==> src/rtl/exc_pkg.sv <==
package exc_pkg;
  localparam int MODE_W = 5;
  localparam int T_BIT  = 5;
  localparam int I_BIT  = 7;

  localparam logic [MODE_W-1:0] MODE_IRQ = 5'h12;
  localparam logic [MODE_W-1:0] MODE_SVC = 5'h13;

  typedef enum logic [1:0] {ST_IDLE, ST_COMMIT, ST_FLUSH} seq_state_e;
  typedef enum logic {KIND_IRQ = 1'b0, KIND_SWI = 1'b1} exc_kind_e;
endpackage

==> src/rtl/exc_arbiter.sv <==
module exc_arbiter
  import exc_pkg::*;
(
  input  logic      clk,
  input  logic      rst_n,
  input  logic      idle_i,
  input  logic      irq_req_i,
  input  logic      irq_mask_i,
  input  logic      swi_req_i,
  output logic      take_o,
  output exc_kind_e kind_o
);
  logic swi_pend_q;
  logic swi_any;
  logic take_swi;
  logic take_irq;

  assign swi_any  = swi_req_i | swi_pend_q;
  assign take_swi = idle_i & swi_any;
  assign take_irq = idle_i & ~swi_any & irq_req_i & ~irq_mask_i;
  assign take_o   = take_swi | take_irq;
  assign kind_o   = take_swi ? KIND_SWI : KIND_IRQ;

  always_ff @(posedge clk or negedge rst_n) begin
    if (!rst_n)        swi_pend_q <= 1'b0;
    else if (take_swi) swi_pend_q <= 1'b0;
    else if (swi_req_i) swi_pend_q <= 1'b1;
  end

  // a masked interrupt is never chosen
  a_r1_mask_blocks: assert property (@(posedge clk) disable iff (!rst_n)
    (take_o && kind_o == KIND_IRQ) |-> !irq_mask_i);
  // a strobe that cannot be taken is remembered
  a_r9_hold_swi: assert property (@(posedge clk) disable iff (!rst_n)
    (swi_req_i && !idle_i) |=> swi_pend_q);
  // the software interrupt wins a tie
  a_r8_swi_first: assert property (@(posedge clk) disable iff (!rst_n)
    (idle_i && swi_req_i && irq_req_i) |-> (take_o && kind_o == KIND_SWI));
endmodule

==> src/rtl/exc_addr_calc.sv <==
module exc_addr_calc
  import exc_pkg::*;
#(
  parameter int          XLEN    = 32,
  parameter logic [31:0] VEC_IRQ = 32'h18,
  parameter logic [31:0] VEC_SWI = 32'h08
) (
  input  exc_kind_e           kind_i,
  input  logic                thumb_i,
  input  logic [XLEN-1:0]     pc_i,
  output logic [XLEN-1:0]     lr_o,
  output logic [XLEN-1:0]     vec_o,
  output logic [MODE_W-1:0]   mode_o
);
  localparam logic [XLEN-1:0] WIDE   = XLEN'(4);
  localparam logic [XLEN-1:0] NARROW = XLEN'(2);

  logic [XLEN-1:0] width;
  logic [XLEN-1:0] back;

  assign width = thumb_i ? NARROW : WIDE;
  assign back  = pc_i - width;

  always_comb begin
    if (kind_i == KIND_SWI) begin
      lr_o   = back;
      vec_o  = XLEN'(VEC_SWI);
      mode_o = MODE_SVC;
    end else begin
      lr_o   = back + WIDE;
      vec_o  = XLEN'(VEC_IRQ);
      mode_o = MODE_IRQ;
    end
  end
endmodule

==> src/rtl/exc_entry_seq.sv <==
module exc_entry_seq
  import exc_pkg::*;
#(
  parameter int          XLEN    = 32,
  parameter int          STAT_W  = 32,
  parameter logic [31:0] VEC_IRQ = 32'h18,
  parameter logic [31:0] VEC_SWI = 32'h08
) (
  input  logic              clk,
  input  logic              rst_n,
  input  logic [STAT_W-1:0] stat_i,
  input  logic [XLEN-1:0]   pc_i,
  input  logic              irq_req_i,
  input  logic              swi_req_i,
  output logic              commit_o,
  output logic              flush_o,
  output logic              busy_o,
  output logic [MODE_W-1:0] mode_o,
  output logic [XLEN-1:0]   lr_o,
  output logic [XLEN-1:0]   vec_o,
  output logic [STAT_W-1:0] spsr_o,
  output logic [STAT_W-1:0] stat_o
);
  seq_state_e        state_q;
  logic              take;
  exc_kind_e         kind;
  logic [XLEN-1:0]   lr_n;
  logic [XLEN-1:0]   vec_n;
  logic [MODE_W-1:0] mode_n;
  logic [STAT_W-1:0] stat_n;

  exc_arbiter u_arb (
    .clk       (clk),
    .rst_n     (rst_n),
    .idle_i    (state_q == ST_IDLE),
    .irq_req_i (irq_req_i),
    .irq_mask_i(stat_i[I_BIT]),
    .swi_req_i (swi_req_i),
    .take_o    (take),
    .kind_o    (kind)
  );

  exc_addr_calc #(.XLEN(XLEN), .VEC_IRQ(VEC_IRQ), .VEC_SWI(VEC_SWI)) u_addr (
    .kind_i (kind),
    .thumb_i(stat_i[T_BIT]),
    .pc_i   (pc_i),
    .lr_o   (lr_n),
    .vec_o  (vec_n),
    .mode_o (mode_n)
  );

  always_comb begin
    stat_n               = stat_i;
    stat_n[MODE_W-1:0]   = mode_n;
    stat_n[T_BIT]        = 1'b0;
    stat_n[I_BIT]        = 1'b1;
  end

  always_ff @(posedge clk or negedge rst_n) begin
    if (!rst_n) begin
      state_q <= ST_IDLE;
      mode_o  <= '0;
      lr_o    <= '0;
      vec_o   <= '0;
      spsr_o  <= '0;
      stat_o  <= '0;
    end else begin
      case (state_q)
        ST_IDLE:   if (take) state_q <= ST_COMMIT;
        ST_COMMIT: state_q <= ST_FLUSH;
        default:   state_q <= ST_IDLE;
      endcase
      if (take) begin
        mode_o <= mode_n;
        lr_o   <= lr_n;
        vec_o  <= vec_n;
        spsr_o <= stat_i;
        stat_o <= stat_n;
      end
    end
  end

  assign commit_o = (state_q == ST_COMMIT);
  assign flush_o  = commit_o;
  assign busy_o   = (state_q == ST_FLUSH);

  // busy follows every commit, and no commit lands inside busy
  a_r7_busy_follows: assert property (@(posedge clk) disable iff (!rst_n)
    commit_o |=> (busy_o && !commit_o));
  a_r7_quiet_after_busy: assert property (@(posedge clk) disable iff (!rst_n)
    busy_o |=> !commit_o);
  // mode and vector belong to the same exception kind
  a_r4_mode_vec_pair: assert property (@(posedge clk) disable iff (!rst_n)
    commit_o |-> ((mode_o == MODE_IRQ && vec_o == XLEN'(VEC_IRQ)) ||
                  (mode_o == MODE_SVC && vec_o == XLEN'(VEC_SWI))));
  // new status carries the new mode, 32-bit state and the mask set
  a_r6_status_form: assert property (@(posedge clk) disable iff (!rst_n)
    commit_o |-> (stat_o[MODE_W-1:0] == mode_o && !stat_o[T_BIT] && stat_o[I_BIT]));
  // upper status bits pass through unchanged into both words
  a_r5_saved_upper: assert property (@(posedge clk) disable iff (!rst_n)
    commit_o |-> (stat_o[STAT_W-1:I_BIT+1] == spsr_o[STAT_W-1:I_BIT+1]));
endmodule

==> config.mk <==
export PLATFORM = sky130hd
export DESIGN_NAME = exc_entry_seq
export DESIGN_NICKNAME = d
export VERILOG_FILES = /design/src/rtl/exc_pkg.sv /design/src/rtl/exc_arbiter.sv /design/src/rtl/exc_addr_calc.sv /design/src/rtl/exc_entry_seq.sv
export SDC_FILE = /design/constraint.sdc
export NUM_CORES = 1
export LEC_CHECK = 0
export CAP_MARGIN = 0
export CORE_ASPECT_RATIO = 1.25
export CORE_MARGIN = 2
export CORE_UTILIZATION = 44
export CTS_BUF_LIST = sky130_fd_sc_hd__clkbuf_4 sky130_fd_sc_hd__clkbuf_8
export CTS_CLUSTER_SIZE = 25
export DETAILED_ROUTE_END_ITERATION = 7
export GPL_ROUTABILITY_DRIVEN = 0
export GPL_TIMING_DRIVEN = 0
export PLACE_DENSITY = 0.8
export SYNTH_ARGS = -nofsm -noshare
export SYNTH_HDL_FRONTEND = slang
export SYNTH_SLANG_ARGS = --single-unit
==> constraint.sdc <==
create_clock -name clk -period 2.91 [get_ports clk]
set_input_delay 0.582 -clock clk [delete_from_list [all_inputs] [get_ports clk]]
set_output_delay 0.582 -clock clk [all_outputs]
set_load 0.005 [all_outputs]
==> out/qor.log, run 1 <==
[status] outcome finished with violations
[status] failing checks setup timing
[synth] mean instance size in the synthesized netlist 8.292 µm²
[routing] Final ANT Viol Nets 0
[setup_path] maximum fanout along the worst path 6
[layout] most common cell after layout, fill and taps aside sky130_fd_sc_hd__clkdlybuf4s50_1
[power_and_ir_drop] total power density per cell area 754.7 nW/µm²
[sta] count of endpoints failing hold in the final timing report 0
[setup_path] arrival time at the worst endpoint 3.40 ns
[synth] top cell type's share of synthesized area 37.32%
[setup_path] slowest cell on the critical path sky130_fd_sc_hd__or3_4
[routing] per-cell routed wire length 18.13 µm
[routing] DRC marker count from the first detailed-route iteration 529
[sta] maximum achievable frequency 0.3143 GHz
[clock_network] CTS tree yes
[synth] synth unique cells 63
[setup_path] category of the worst setup path launch point input pin
[global_routing] final global-route overflow total 0
[setup_path] WP buf/inv 7
[clock_network] H-Tree Depth 3
[layout] final core utilization 74.83%
[setup_path] worst reg2reg path depth 10
[setup_path] WP data required 3.13 ns
[floorplan] placeable core area 10,510 µm²
[synth] Synth area leader sky130_fd_sc_hd__dfrtp_1
[sta] RSZ-0062 raised after global routing yes
[sta] Setup Total Neg Slack -2.658 ns
[synth] count of flip-flops with a built-in enable after synthesis 0
[global_routing] pin count of the biggest net entering global routing 71
[global_routing] global-route wire length before repair 24.18 mm
[global_routing] total routing usage reported by global routing 26.98%
[sta] final critical-path share of the clock period 109.3%
[clock_network] Clk Tree Root Cell sky130_fd_sc_hd__clkbuf_8
[sta] Fin Hold WS 0.3415 ns
[clock_network] clock transition at the registers of the reported paths 0.08 ns
[layout] area grow syn2layout 67.58%
[routing] via count 5,377
[sta] count of final setup violators 15
[layout] most frequent cells in the layout sky130_fd_sc_hd__clkdlybuf4s50_1 (145), sky130_fd_sc_hd__nand2_1 (133), sky130_fd_sc_hd__buf_4 (119), sky130_fd_sc_hd__dfrtp_1 (70), sky130_fd_sc_hd__conb_1 (35)
[floorplan] Die W 96.38 µm
[sta] count of pins over their slew limit 0
[power_and_ir_drop] maximum VDD drop 379.1 µV
[routing] Routed WL 17.61 mm
[setup_path] WP depth 16
[routing] DR vias/cell 5.538
[synth] share of synthesized flip-flops with an asynchronous set or reset 100.0%
[setup_path] cell family contributing the most delay on the critical path simple AND/OR/NAND/NOR gates
[synth] cells taking the most area after synthesis sky130_fd_sc_hd__dfrtp_1 (37%), sky130_fd_sc_hd__nand2_1 (11%), sky130_fd_sc_hd__buf_4 (11%), sky130_fd_sc_hd__xnor2_1 (5.2%), sky130_fd_sc_hd__xor2_1 (3.0%)
[sta] headroom to the max-slew limit 40.58%
[synth] sequential area share after synthesis 37.32%
[sta] minimum clock period after layout 3.182 ns
[place] final HPWL from detailed placement 11.07 mm
[routing] first-pass detailed-route iteration total 6
[layout] share of final-layout standard cells stronger than drive strength 1 29.08%
[synth] top flip-flop cell by instance count after synthesis sky130_fd_sc_hd__dfrtp_1
[clock_network] buffer levels on the longest clock path 2
[sta] clock skew 0.01311 ns
[power_and_ir_drop] leakage power 3.495 nW
[global_routing] vias in the first global route 4,967
[flow_run] maximum capacitance violations 0
[setup_path] library cell appearing most often on the critical path sky130_fd_sc_hd__buf_6
[setup_path] CP Cell Sequence buf_8 > inv_12 > ha_4 > inv_2 > fa_2 > or3_4 > buf_6 > nor4_4 > buf_4 > buf_6 > o2111ai_4 > nor3_4 > buf_6 > nand3_2 > xnor2_2 > o21ai_1
[place] worst setup slack before clock tree synthesis -1.374 ns
[setup_path] Critical Path Max Stage Delay 0.43 ns
[floorplan] initial core utilization 44.65%
[global_routing] number of antenna violations at the first check in global routing 0
[layout] count of inserted antenna diode cells 0
[clock_network] total CTS buffers 9
[routing] DRC 0
[synth] Syn Inst Count 566
[setup_path] Reg2Reg Setup Slack 0.31 ns
[floorplan] number of top-level pins 204
[setup_path] kind of critical path input pin to flop
[layout] number of nets in the final layout 906
[floorplan] DIE AREA 11,510 µm²
[synth] count of yosys warnings during synthesis 0
[layout] non-filler instance count after layout 971
[sta] minimum setup slack in the final design -0.2716 ns
[place] Placed Cells 894
[sta] actual transition at the worst max-transition pin 0.8912 ns
[synth] area of the mapped netlist 4693 µm²
[floorplan] cell row count 42
[worst_hold_path] worst min-delay path category input pin to async pin
[clock_network] clk sinks 70
[clock_network] clock latency reported for the late side of the worst-skew pair 0.36 ns
[synth] number of storage elements in the synthesis netlist 70
[setup_path] element type at the critical path end flop
[place] # port buffers 162
[floorplan] Die Ht 119.5 µm
-- metal layers --
metal  vias up  GRT usage [%]  share of wire (%)
li1       2383              -                  -
met1      2474          30.80                 34
met2       411          47.48                 51
met3       109          5.250                9.9
met4         0          12.24                5.2
met5         -              0                  0
-- final timing paths --
| path | from | to |
|---|---|---|
| worst max-delay path | pc_i[1] | lr_o[23] |
| worst min-delay path | rst_n | lr_o[25] |
| worst max register to register | state_q[1] | lr_o[28] |
| worst min register to register | spsr_o[2] | spsr_o[2] |
| max in group asynchronous | rst_n | lr_o[15] |
| min in group clk | spsr_o[2] | spsr_o[2] |
-- cell usage after synthesis (5+ instances only) --
master / n
sky130_fd_sc_hd__a21oi_1: 20
sky130_fd_sc_hd__and3_1: 5
sky130_fd_sc_hd__buf_4: 67
sky130_fd_sc_hd__clkbuf_1: 18
sky130_fd_sc_hd__dfrtp_1: 70
sky130_fd_sc_hd__inv_1: 5
sky130_fd_sc_hd__nand2_1: 136
sky130_fd_sc_hd__nand3_1: 10
sky130_fd_sc_hd__nand4_1: 13
sky130_fd_sc_hd__nor2_1: 37
sky130_fd_sc_hd__nor3_1: 15
sky130_fd_sc_hd__nor4_1: 13
sky130_fd_sc_hd__o21ai_0: 16
sky130_fd_sc_hd__o31ai_1: 6
sky130_fd_sc_hd__or3_1: 10
sky130_fd_sc_hd__or4_1: 8
sky130_fd_sc_hd__xnor2_1: 28
sky130_fd_sc_hd__xor2_1: 16
-- logic make-up after synthesis --
logic type	share of synthesized area, %
flops	37.32
other cells	0.07990
compound gates	9.598
buf+inv	13.20
mux	0.2133
fa+ha+maj	1.226
simple gates	29.81
xor+xnor	8.558
-- area by class of cell --
type	instances	area (µm²)
flip-flops and latches	70	1752
clock buffers	13	166.4
fillers	735	2645
plain buffers	86	591.8
inverters	5	31.28
repair buffers	225	2122
multi-input cells	437	2994
clock inverters	3	42.54
well taps	132	165.2
-- sequential cells by signal, summed over array words and instances, names as in the netlist --
name,cells
u_arb.swi_pend_q,1
vec_o,1
lr_o,32
stat_o,3
spsr_o,31
state_q,2
-- power breakdown --
part	internal, mW	switching [mW]
clock network	0.461	0.372
logic	1.85	1.46
registers	1.46	0.335
total	3.77	2.16
-- what timing repair did --
item                       CTS  global route
gates cloned                 0             0
resized for setup           93            53
hold buffers                 0             0
pin swaps                   44            28
setup buffers               42            24
setup endpoints to repair   55            38
-- metrics by stage --
stage	instance area (µm²)	total power [mW]
after global placement	6731	4.881
after CTS	7488	5.859
after global routing	7865	6.351
final	7865	5.936
after floorplan	4945	3.142
after detailed placement	6729	4.984
Power figures use the tool's default switching activity.
==> run 2: changes to the inputs <==
--- a/config.mk
+++ b/config.mk
@@ -10,7 +10,7 @@
 export CORE_MARGIN = 2
 export CORE_UTILIZATION = 44
 export CTS_BUF_LIST = sky130_fd_sc_hd__clkbuf_4 sky130_fd_sc_hd__clkbuf_8
-export CTS_CLUSTER_SIZE = 25
+export CTS_CLUSTER_SIZE = 28
 export DETAILED_ROUTE_END_ITERATION = 7
 export GPL_ROUTABILITY_DRIVEN = 0
 export GPL_TIMING_DRIVEN = 0
==> results of run 2 <==
Same layout as run 1: the final DEF is identical, and so are final timing and power.
